[src/rtl/pbs_pkg.sv]
package pbs_pkg;

    typedef enum logic [1:0] {
        OP_COPY  = 2'b00,
        OP_CHECK = 2'b01,
        OP_REFR  = 2'b10,
        OP_NONE  = 2'b11
    } op_e;

    typedef enum logic [2:0] {
        S_IDLE,
        S_FETCH,
        S_CMP,
        S_ERASE,
        S_EWAIT,
        S_PROG,
        S_PWAIT
    } seq_state_e;

    localparam logic [1:0] TGT_BUF0 = 2'd0;
    localparam logic [1:0] TGT_BUF1 = 2'd1;
    localparam logic [1:0] TGT_MAIN = 2'd2;

    localparam logic [7:0] ERASED_BYTE = 8'hFF;

endpackage

[src/rtl/pbs_store.sv]
module pbs_store
    import pbs_pkg::*;
#(
    parameter int PAGES  = 4,
    parameter int LEN    = 17,
    parameter int IDX_W  = 5,
    parameter int PAGE_W = 2
) (
    input  logic              clk,
    input  logic              main_we,
    input  logic [PAGE_W-1:0] main_page,
    input  logic [IDX_W-1:0]  main_idx,
    input  logic [7:0]        main_wd,
    input  logic              buf_we,
    input  logic              buf_sel,
    input  logic [IDX_W-1:0]  buf_idx,
    input  logic [7:0]        buf_wd,
    input  logic [PAGE_W-1:0] seq_page,
    input  logic              seq_sel,
    input  logic [IDX_W-1:0]  seq_idx,
    output logic [7:0]        seq_main_rd,
    output logic [7:0]        seq_buf_rd,
    input  logic [1:0]        h_sel,
    input  logic [PAGE_W-1:0] h_page,
    input  logic [IDX_W-1:0]  h_idx,
    output logic [7:0]        h_rd
);

    localparam int CELLS = PAGES * LEN;
    localparam int AW    = (CELLS > 1) ? $clog2(CELLS) : 1;

    function automatic logic [AW-1:0] lin(input logic [PAGE_W-1:0] p,
                                          input logic [IDX_W-1:0]  i);
        return AW'(int'(p) * LEN + int'(i));
    endfunction

    function automatic logic in_page(input logic [IDX_W-1:0] i);
        return int'(i) < LEN;
    endfunction

    logic [7:0] main_q [CELLS];

    always_ff @(posedge clk) begin
        if (main_we && in_page(main_idx))
            main_q[lin(main_page, main_idx)] <= main_wd;
    end

    assign seq_main_rd = in_page(seq_idx) ? main_q[lin(seq_page, seq_idx)] : 8'h00;

    logic [7:0] seq_b_rd  [2];
    logic [7:0] host_b_rd [2];

    for (genvar b = 0; b < 2; b++) begin : g_buf
        logic [7:0] bq [LEN];
        always_ff @(posedge clk) begin
            if (buf_we && (buf_sel == 1'(b)) && in_page(buf_idx))
                bq[buf_idx] <= buf_wd;
        end
        assign seq_b_rd[b]  = in_page(seq_idx) ? bq[seq_idx] : 8'h00;
        assign host_b_rd[b] = in_page(h_idx)   ? bq[h_idx]   : 8'h00;
    end

    assign seq_buf_rd = seq_b_rd[seq_sel];

    always_comb begin
        h_rd = 8'h00;
        if (in_page(h_idx)) begin
            unique case (h_sel)
                TGT_BUF0: h_rd = host_b_rd[0];
                TGT_BUF1: h_rd = host_b_rd[1];
                TGT_MAIN: h_rd = main_q[lin(h_page, h_idx)];
                default:  h_rd = 8'h00;
            endcase
        end
    end

endmodule

[src/rtl/pbs_seq.sv]
module pbs_seq
    import pbs_pkg::*;
#(
    parameter int STD_LEN      = 17,
    parameter int BIN_LEN      = 16,
    parameter int ERASE_CYCLES = 5,
    parameter int PROG_CYCLES  = 4,
    parameter int IDX_W        = 5,
    parameter int PAGE_W       = 2
) (
    input  logic              clk,
    input  logic              rst_n,
    input  logic              cmd_go,
    input  logic [1:0]        cmd_op,
    input  logic              cmd_buf,
    input  logic [PAGE_W-1:0] cmd_page,
    input  logic              cmd_bin,
    input  logic [7:0]        main_rd,
    input  logic [7:0]        buf_rd,
    output logic              main_we,
    output logic [7:0]        main_wd,
    output logic              buf_we,
    output logic [PAGE_W-1:0] cur_page,
    output logic              cur_sel,
    output logic [IDX_W-1:0]  cur_idx,
    output logic              busy,
    output logic [7:0]        status
);

    localparam int WMAX = (ERASE_CYCLES > PROG_CYCLES) ? ERASE_CYCLES : PROG_CYCLES;
    localparam int WW   = $clog2(WMAX) + 1;
    localparam logic [IDX_W-1:0] STD_LAST = IDX_W'(STD_LEN - 1);
    localparam logic [IDX_W-1:0] BIN_LAST = IDX_W'(BIN_LEN - 1);
    localparam logic [WW-1:0]    E_LAST   = WW'(ERASE_CYCLES - 1);
    localparam logic [WW-1:0]    P_LAST   = WW'(PROG_CYCLES - 1);

    seq_state_e        state_q, state_d;
    op_e               op_q;
    logic [PAGE_W-1:0] page_q;
    logic              sel_q;
    logic [IDX_W-1:0]  idx_q, last_q;
    logic [WW-1:0]     wait_q;
    logic              miss_q, flag_q;

    logic accept, at_last, byte_diff;

    assign accept    = (state_q == S_IDLE) && cmd_go && (op_e'(cmd_op) != OP_NONE);
    assign at_last   = (idx_q == last_q);
    assign byte_diff = (main_rd != buf_rd);

    // next-state logic
    always_comb begin
        state_d = state_q;
        unique case (state_q)
            S_IDLE:  if (accept)
                         state_d = (op_e'(cmd_op) == OP_CHECK) ? S_CMP : S_FETCH;
            S_FETCH: if (at_last)
                         state_d = (op_q == OP_REFR) ? S_ERASE : S_IDLE;
            S_CMP:   if (at_last) state_d = S_IDLE;
            S_ERASE: if (at_last) state_d = S_EWAIT;
            S_EWAIT: if (wait_q == E_LAST) state_d = S_PROG;
            S_PROG:  if (at_last) state_d = S_PWAIT;
            S_PWAIT: if (wait_q == P_LAST) state_d = S_IDLE;
            default: state_d = S_IDLE;
        endcase
    end

    // state register and per-operation context
    always_ff @(posedge clk) begin
        if (!rst_n) begin
            state_q <= S_IDLE;
            op_q    <= OP_NONE;
            page_q  <= '0;
            sel_q   <= 1'b0;
            idx_q   <= '0;
            last_q  <= STD_LAST;
            wait_q  <= '0;
            miss_q  <= 1'b0;
            flag_q  <= 1'b0;
        end else begin
            state_q <= state_d;
            if (accept) begin
                op_q   <= op_e'(cmd_op);
                page_q <= cmd_page;
                sel_q  <= cmd_buf;
                last_q <= cmd_bin ? BIN_LAST : STD_LAST;
                idx_q  <= '0;
                miss_q <= 1'b0;
            end
            unique case (state_q)
                S_FETCH, S_ERASE, S_PROG: idx_q <= at_last ? '0 : idx_q + 1'b1;
                S_CMP: begin
                    idx_q  <= at_last ? '0 : idx_q + 1'b1;
                    miss_q <= miss_q | byte_diff;
                    if (at_last) flag_q <= miss_q | byte_diff;
                end
                default: ;
            endcase
            if ((state_q == S_EWAIT && wait_q != E_LAST) ||
                (state_q == S_PWAIT && wait_q != P_LAST))
                wait_q <= wait_q + 1'b1;
            else
                wait_q <= '0;
        end
    end

    // outputs
    always_comb begin
        main_we  = (state_q == S_ERASE) || (state_q == S_PROG);
        main_wd  = (state_q == S_ERASE) ? ERASED_BYTE : buf_rd;
        buf_we   = (state_q == S_FETCH);
        cur_page = page_q;
        cur_sel  = sel_q;
        cur_idx  = idx_q;
        busy     = (state_q != S_IDLE);
        status   = {~busy, flag_q, 6'b000000};
    end


    busy_ignore_chk: assert property (@(posedge clk) disable iff (!rst_n)
        (busy && cmd_go) |=> ($stable(page_q) && $stable(op_q) && $stable(sel_q)));


    noop_strobe_chk: assert property (@(posedge clk) disable iff (!rst_n)
        (!busy && cmd_go && cmd_op == 2'b11) |=> !busy);


    accept_busy_chk: assert property (@(posedge clk) disable iff (!rst_n)
        (!busy && cmd_go && cmd_op != 2'b11) |=> busy);


    flag_hold_chk: assert property (@(posedge clk) disable iff (!rst_n)
        (state_q != S_CMP) |=> $stable(flag_q));


    idx_range_chk: assert property (@(posedge clk) disable iff (!rst_n)
        busy |-> (idx_q <= last_q));


    refresh_chain_chk: assert property (@(posedge clk) disable iff (!rst_n)
        (state_q == S_FETCH && op_q == OP_REFR && at_last) |=> (state_q == S_ERASE));


    erase_wait_chk: assert property (@(posedge clk) disable iff (!rst_n)
        (state_q == S_EWAIT) |-> (wait_q <= E_LAST));

endmodule

[src/rtl/page_op_sequencer.sv]
module page_op_sequencer
    import pbs_pkg::*;
#(
    parameter int PAGES        = 4,
    parameter int STD_LEN      = 17,
    parameter int BIN_LEN      = 16,
    parameter int ERASE_CYCLES = 5,
    parameter int PROG_CYCLES  = 4,
    localparam int IDX_W       = $clog2(STD_LEN),
    localparam int PAGE_W      = (PAGES > 1) ? $clog2(PAGES) : 1
) (
    input  logic              clk,
    input  logic              rst_n,
    input  logic              cmd_go,
    input  logic [1:0]        cmd_op,
    input  logic              cmd_buf,
    input  logic [PAGE_W-1:0] cmd_page,
    input  logic              cmd_bin,
    input  logic              host_we,
    input  logic [1:0]        host_sel,
    input  logic [PAGE_W-1:0] host_page,
    input  logic [IDX_W-1:0]  host_idx,
    input  logic [7:0]        host_wdata,
    input  logic [1:0]        rd_sel,
    input  logic [PAGE_W-1:0] rd_page,
    input  logic [IDX_W-1:0]  rd_idx,
    output logic [7:0]        rd_data,
    output logic              busy,
    output logic [7:0]        status
);

    logic              s_main_we, s_buf_we, s_sel;
    logic [7:0]        s_main_wd, s_main_rd, s_buf_rd;
    logic [PAGE_W-1:0] s_page;
    logic [IDX_W-1:0]  s_idx;

    logic              m_we, b_we, b_sel;
    logic [PAGE_W-1:0] m_page;
    logic [IDX_W-1:0]  m_idx, b_idx;
    logic [7:0]        m_wd, b_wd;

    pbs_seq #(
        .STD_LEN(STD_LEN), .BIN_LEN(BIN_LEN),
        .ERASE_CYCLES(ERASE_CYCLES), .PROG_CYCLES(PROG_CYCLES),
        .IDX_W(IDX_W), .PAGE_W(PAGE_W)
    ) u_seq (
        .clk(clk), .rst_n(rst_n),
        .cmd_go(cmd_go), .cmd_op(cmd_op), .cmd_buf(cmd_buf),
        .cmd_page(cmd_page), .cmd_bin(cmd_bin),
        .main_rd(s_main_rd), .buf_rd(s_buf_rd),
        .main_we(s_main_we), .main_wd(s_main_wd), .buf_we(s_buf_we),
        .cur_page(s_page), .cur_sel(s_sel), .cur_idx(s_idx),
        .busy(busy), .status(status)
    );

    // host owns the write ports only while idle
    always_comb begin
        if (busy) begin
            m_we   = s_main_we;
            m_page = s_page;
            m_idx  = s_idx;
            m_wd   = s_main_wd;
            b_we   = s_buf_we;
            b_sel  = s_sel;
            b_idx  = s_idx;
            b_wd   = s_main_rd;
        end else begin
            m_we   = host_we && (host_sel == TGT_MAIN);
            m_page = host_page;
            m_idx  = host_idx;
            m_wd   = host_wdata;
            b_we   = host_we && (host_sel == TGT_BUF0 || host_sel == TGT_BUF1);
            b_sel  = host_sel[0];
            b_idx  = host_idx;
            b_wd   = host_wdata;
        end
    end

    pbs_store #(
        .PAGES(PAGES), .LEN(STD_LEN), .IDX_W(IDX_W), .PAGE_W(PAGE_W)
    ) u_store (
        .clk(clk),
        .main_we(m_we), .main_page(m_page), .main_idx(m_idx), .main_wd(m_wd),
        .buf_we(b_we), .buf_sel(b_sel), .buf_idx(b_idx), .buf_wd(b_wd),
        .seq_page(s_page), .seq_sel(s_sel), .seq_idx(s_idx),
        .seq_main_rd(s_main_rd), .seq_buf_rd(s_buf_rd),
        .h_sel(rd_sel), .h_page(rd_page), .h_idx(rd_idx), .h_rd(rd_data)
    );


    host_blocked_chk: assert property (@(posedge clk) disable iff (!rst_n)
        (busy && !s_main_we) |-> !m_we);

endmodule

[config.mk]
export PLATFORM = sky130hd
export DESIGN_NAME = page_op_sequencer
export DESIGN_NICKNAME = d
export VERILOG_FILES = /design/src/rtl/pbs_pkg.sv /design/src/rtl/pbs_store.sv /design/src/rtl/pbs_seq.sv /design/src/rtl/page_op_sequencer.sv
export SDC_FILE = /design/constraint.sdc
export NUM_CORES = 1
export LEC_CHECK = 0
export BUFFER_PORTS_ARGS = -buffer_cell sky130_fd_sc_hd__buf_4
export CORE_ASPECT_RATIO = 0.7
export CORE_MARGIN = 2
export CORE_UTILIZATION = 30
export DETAILED_ROUTE_END_ITERATION = 7
export GPL_TIMING_DRIVEN = 0
export SKIP_LAST_GASP = 1
export SLEW_MARGIN = 30
export SYNTH_ARGS = -nofsm -noshare
export SYNTH_HDL_FRONTEND = slang
export SYNTH_SLANG_ARGS = --single-unit
[constraint.sdc]
create_clock -name clk -period 7.84 [get_ports clk]
set_clock_uncertainty 0.05 [all_clocks]
set_input_delay 1.568 -clock clk [delete_from_list [all_inputs] [get_ports clk]]
set_output_delay 1.568 -clock clk [all_outputs]
set_load 0.03 [all_outputs]
==> impl_metrics.toml <==
[outcome]
run_status = "finished, violations left"
failed_checks = "negative setup slack"

[routing]
drc_violations_left = 0
met2_wirelength_um = 61100
initialDrtViolationCount = 4828
met3RoutedLength_um = 26350
route.final.wire_length_um = 155300
met1_length_um = 63220
post_drt_via_cell_ratio = 6.060
topRoutingLayerUsed = "met5"
number_of_iterations_in_the_first_detailed_routing_pass = 6
wl_per_cell_um = 35.04
vias = 26850
postRouteAntennaNets = 0

[placed_design]
postPlaceCellArea_mm2 = 0.04464
dp.cells = 4277
gp_congestion = 1.035
place.detailed.hpwl_um = 114200
post-place-ws_ns = -0.3083
io_buffer_count = 45

[flow_run]
max_cap_violations = 0

[yosys]
synth_area_per_cell_um2 = 17.59
synth_sequential_area_ratio_pct = 60.65
mappedNetlistArea_mm2 = 0.04126
ys.warnings.count = 0
synth.ff_latch_count = 842
syn_inst = 2346
synthFlopType = "sky130_fd_sc_hd__edfxtp_1"
post_synth_edffs = 816
async_reset_ff_share_pct = 0
synth_cell_type_count = 90

[worst_setup_path]
rr_startpoint = "u_seq.cur_page[1]$_SDFFE_PN0P_"
critical_path_required_ns = 6.22
critPathKind = "in -> out"
critical_path.startpoint = "rd_page[1]"
critical_path.endpoint_type = "primary output"
cp_cell_sequence = "buf_4 > ha_1 > ha_1 > clkbuf_1 > clkbuf_4 > clkbuf_2 > mux4_2 > mux4_2 > mux4_2 > mux2_2 > a21oi_1 > o22ai_1 > buf_4"
worst_setup_path_start_kind = "primary input"
worst_path_largest_cell_delay_ns = 0.57
worstPathMaxFanout = 10
worst_ep_arrival_time_ns = 6.28
slowest_stage = "sky130_fd_sc_hd__mux4_2"
worst_path_most_repeated_cell = "sky130_fd_sc_hd__mux4_2"

[floorplanning]
core-area_mm2 = 0.1360
start_util_pct = 30.33
ioPinCount = 53
die_outline_area_mm2 = 0.1406
die_w_um = 447.2
std_cell_rows = 113
fp.dieH_um = 314.3

[cells_and_area]
layout-drive-gt1-share_pct = 33.37
final_area_mm2 = 0.04748
fin_cells = 4431
finish.net_count = 2587
synthToLayoutAreaGrowth_pct = 15.08
utilization_pct = 34.91

[clocking]
cts_post_setup_buffers_inserted = 0
cts-buffers-inserted = 89
clk_pin_slew_ns = 0.06
cts_root_buffer = "sky130_fd_sc_hd__clkbuf_16"
tritoncts = "done"
htreeDepth = 3
clk_latency_ns = 0.68
clock_sink_count = 842
post_cts_hold_buffer_count = 0
clock_tree.buffer_depth = 3

[power]
ir_worst_vdd_uv = 200.2
cell_internal_pwr_mw = 9.487
cellPowerDensity_mw_per_mm2 = 305.3
p_clk_share_pct = 28.6
share_seq_of_total_power_pct = 39.8
power.static_leakage_nw = 14.83
switchingPower_mw = 5.007
share_comb_of_total_power_pct = 31.6
fin_total_pwr_mw = 14.49
p_sw_share_pct = 34.54

[global_route]
grt.total_usage_pct = 21.73
grt_antenna_before_repair = 10
maximum_number_of_pins_on_one_net_before_global_route_repair = 35
overflow = 0
grt_first_pass_wirelength_um = 210000
via_count_of_the_first_global_routing_pass = 25000

[sta]
worst_slew_pin_slew_ns = 1.185
timing.final.max_slew_violations = 0
timing.slew.headroom_pct = 20.70
final-hold-violation-count = 0
maxClockFrequency_mhz = 126.6
unrepaired_setup_endpoints_after_global_routing = "false"
finalSetupViolCount = 1
min_period_over_period_pct = 100.7
post-route-worst-setup-slack_ns = -0.05674
hold_slack_ns = 0.4238
finalWorstPathRequiredPeriod_ns = 7.897
fin_setup_tns_ns = -0.05674

[min_path]
worstHoldPathType = "reg -> reg"
hp-start = "u_seq.wait_q[0]$_SDFF_PN0_"
[registers in the layout, indices dropped and copies added, names as in the netlist, named ones only]
name,flops
u_seq.op_q,2
u_store.g_buf.bq,272
u_store.main_q,544
u_seq.flag_q,1
u_seq.miss_q,1
u_seq.cur_idx,5
u_seq.last_q,2
u_seq.cur_page,2
u_seq.state_q,3
u_seq.cur_sel,1
u_seq.wait_q,4
[logic make-up (layout without fill, tap and decap cells)]
kind of cell / after synthesis / count (layout) / share of synthesized area (%)
flops: 842 / 842 / 60.65
mux: 569 / 569 / 26.52
simple gates: 460 / 460 / 5.089
compound gates: 242 / 242 / 4.137
buf+inv: 195 / 433 / 2.487
fa+ha+maj: 24 / 24 / 0.7824
xor+xnor: 13 / 13 / 0.3215
other cells: 1 / 8 / 0.009089
[repair_timing]
action,in CTS,in global routing
hold endpoints to repair,0,0
endpoints found under the setup margin,8,7
gates resized for setup,5,4
[power groups by stage]
| stage | clock (mW) | combinational, mW | sequential [mW] |
|---|---|---|---|
| global route | 4.32 | 4.69 | 5.78 |
| global placement | 0 | 4.00 | 6.04 |
| CTS | 4.16 | 4.38 | 5.77 |
| finish | 4.15 | 4.57 | 5.77 |
| floorplan | 0 | 2.34 | 5.92 |
| detailed placement | 0 | 4.38 | 5.87 |
[per-layer routing]
layer	up-vias	global-route usage (%)
li1	10190	-
met1	14190	31.58
met2	2187	28.42
met3	280	10.70
met4	10	5.313
met5	-	1.351
[worst paths after layout]
| kind | endpoint | slack, ns | cells past startpoint |
|---|---|---|---|
| worst max-delay path | rd_data[2] | -0.06 | 13 |
| worst min-delay path | u_seq.wait_q[0]$_SDFF_PN0_ | 0.42 | 1 |
| worst max register to register | u_seq.flag_q$_SDFFE_PN0P_ | 1.53 | 18 |
| worst min register to register | u_seq.wait_q[0]$_SDFF_PN0_ | 0.42 | 1 |
[worst max-delay path, delay by kind of cell]
kind                       cells  cell delay [ns]
muxes                          4             1.97
buffers and inverters          5             1.81
adders and majority gates      2             0.56
AOI/OAI and AO/OA              2             0.35
[layout make-up]
class                      instances  area, um^2
antenna                            2       5.005
buffer                           172       969.7
clock buffer                     113        2391
clock inverter                    40       364.1
fill                           12890       88530
inverter                          22       82.58
multi-input combinational       1314       15550
sequential                       842       25020
tap                             1840        2302
timing repair buffer              86       790.8
[Yosys cell counts, drive strengths merged, types with 4 or more instances]
cell | n | area, um^2
edfxtp | 816 | 24500
mux4 | 415 | 9388
nor2 | 166 | 625.6
mux2i | 143 | 1431
nand2 | 131 | 491.7
buf | 114 | 719.4
clkbuf | 59 | 224.0
a21oi | 46 | 234.0
nand3 | 41 | 210.2
o21ai | 34 | 170.2
a22oi | 27 | 202.7
dfxtp | 26 | 520.5
nor2b | 23 | 143.9
ha | 21 | 262.8
nor3 | 21 | 110.1
inv | 20 | 75.07
a31oi | 18 | 112.6
o22ai | 16 | 106.4
and3 | 15 | 93.84
nand2b | 12 | 75.07
a211oi | 11 | 87.58
a32oi | 11 | 96.34
mux2 | 11 | 123.9
nor4 | 10 | 62.56
o211ai | 10 | 80.07
a21boi | 8 | 60.06
a22o | 8 | 70.07
xnor2 | 8 | 88.84
a2111oi | 7 | 73.82
nand3b | 7 | 52.55
nand4 | 7 | 43.79
and2 | 6 | 37.54
or3 | 6 | 37.54
xor2 | 5 | 43.79
a21o | 4 | 30.03
a221oi | 4 | 35.03
nor3b | 4 | 30.03
or2 | 4 | 25.03
[layout by cell type, fill, tap and decap left out, types with 40 or more instances in the layout]
cell / synthesis / final
sky130_fd_sc_hd__nand3_1: 40 / 40
sky130_fd_sc_hd__clkbuf_16: 0 / 92
sky130_fd_sc_hd__edfxtp_1: 816 / 816
sky130_fd_sc_hd__clkbuf_1: 57 / 63
sky130_fd_sc_hd__buf_2: 59 / 66
sky130_fd_sc_hd__nor2_1: 165 / 89
sky130_fd_sc_hd__a21oi_1: 45 / 44
sky130_fd_sc_hd__buf_4: 21 / 82
sky130_fd_sc_hd__mux4_2: 404 / 404
sky130_fd_sc_hd__nor2_2: 1 / 77
sky130_fd_sc_hd__nand2_1: 131 / 131
sky130_fd_sc_hd__mux2i_1: 143 / 142
Note: power is estimated with default switching activity, not from simulation.
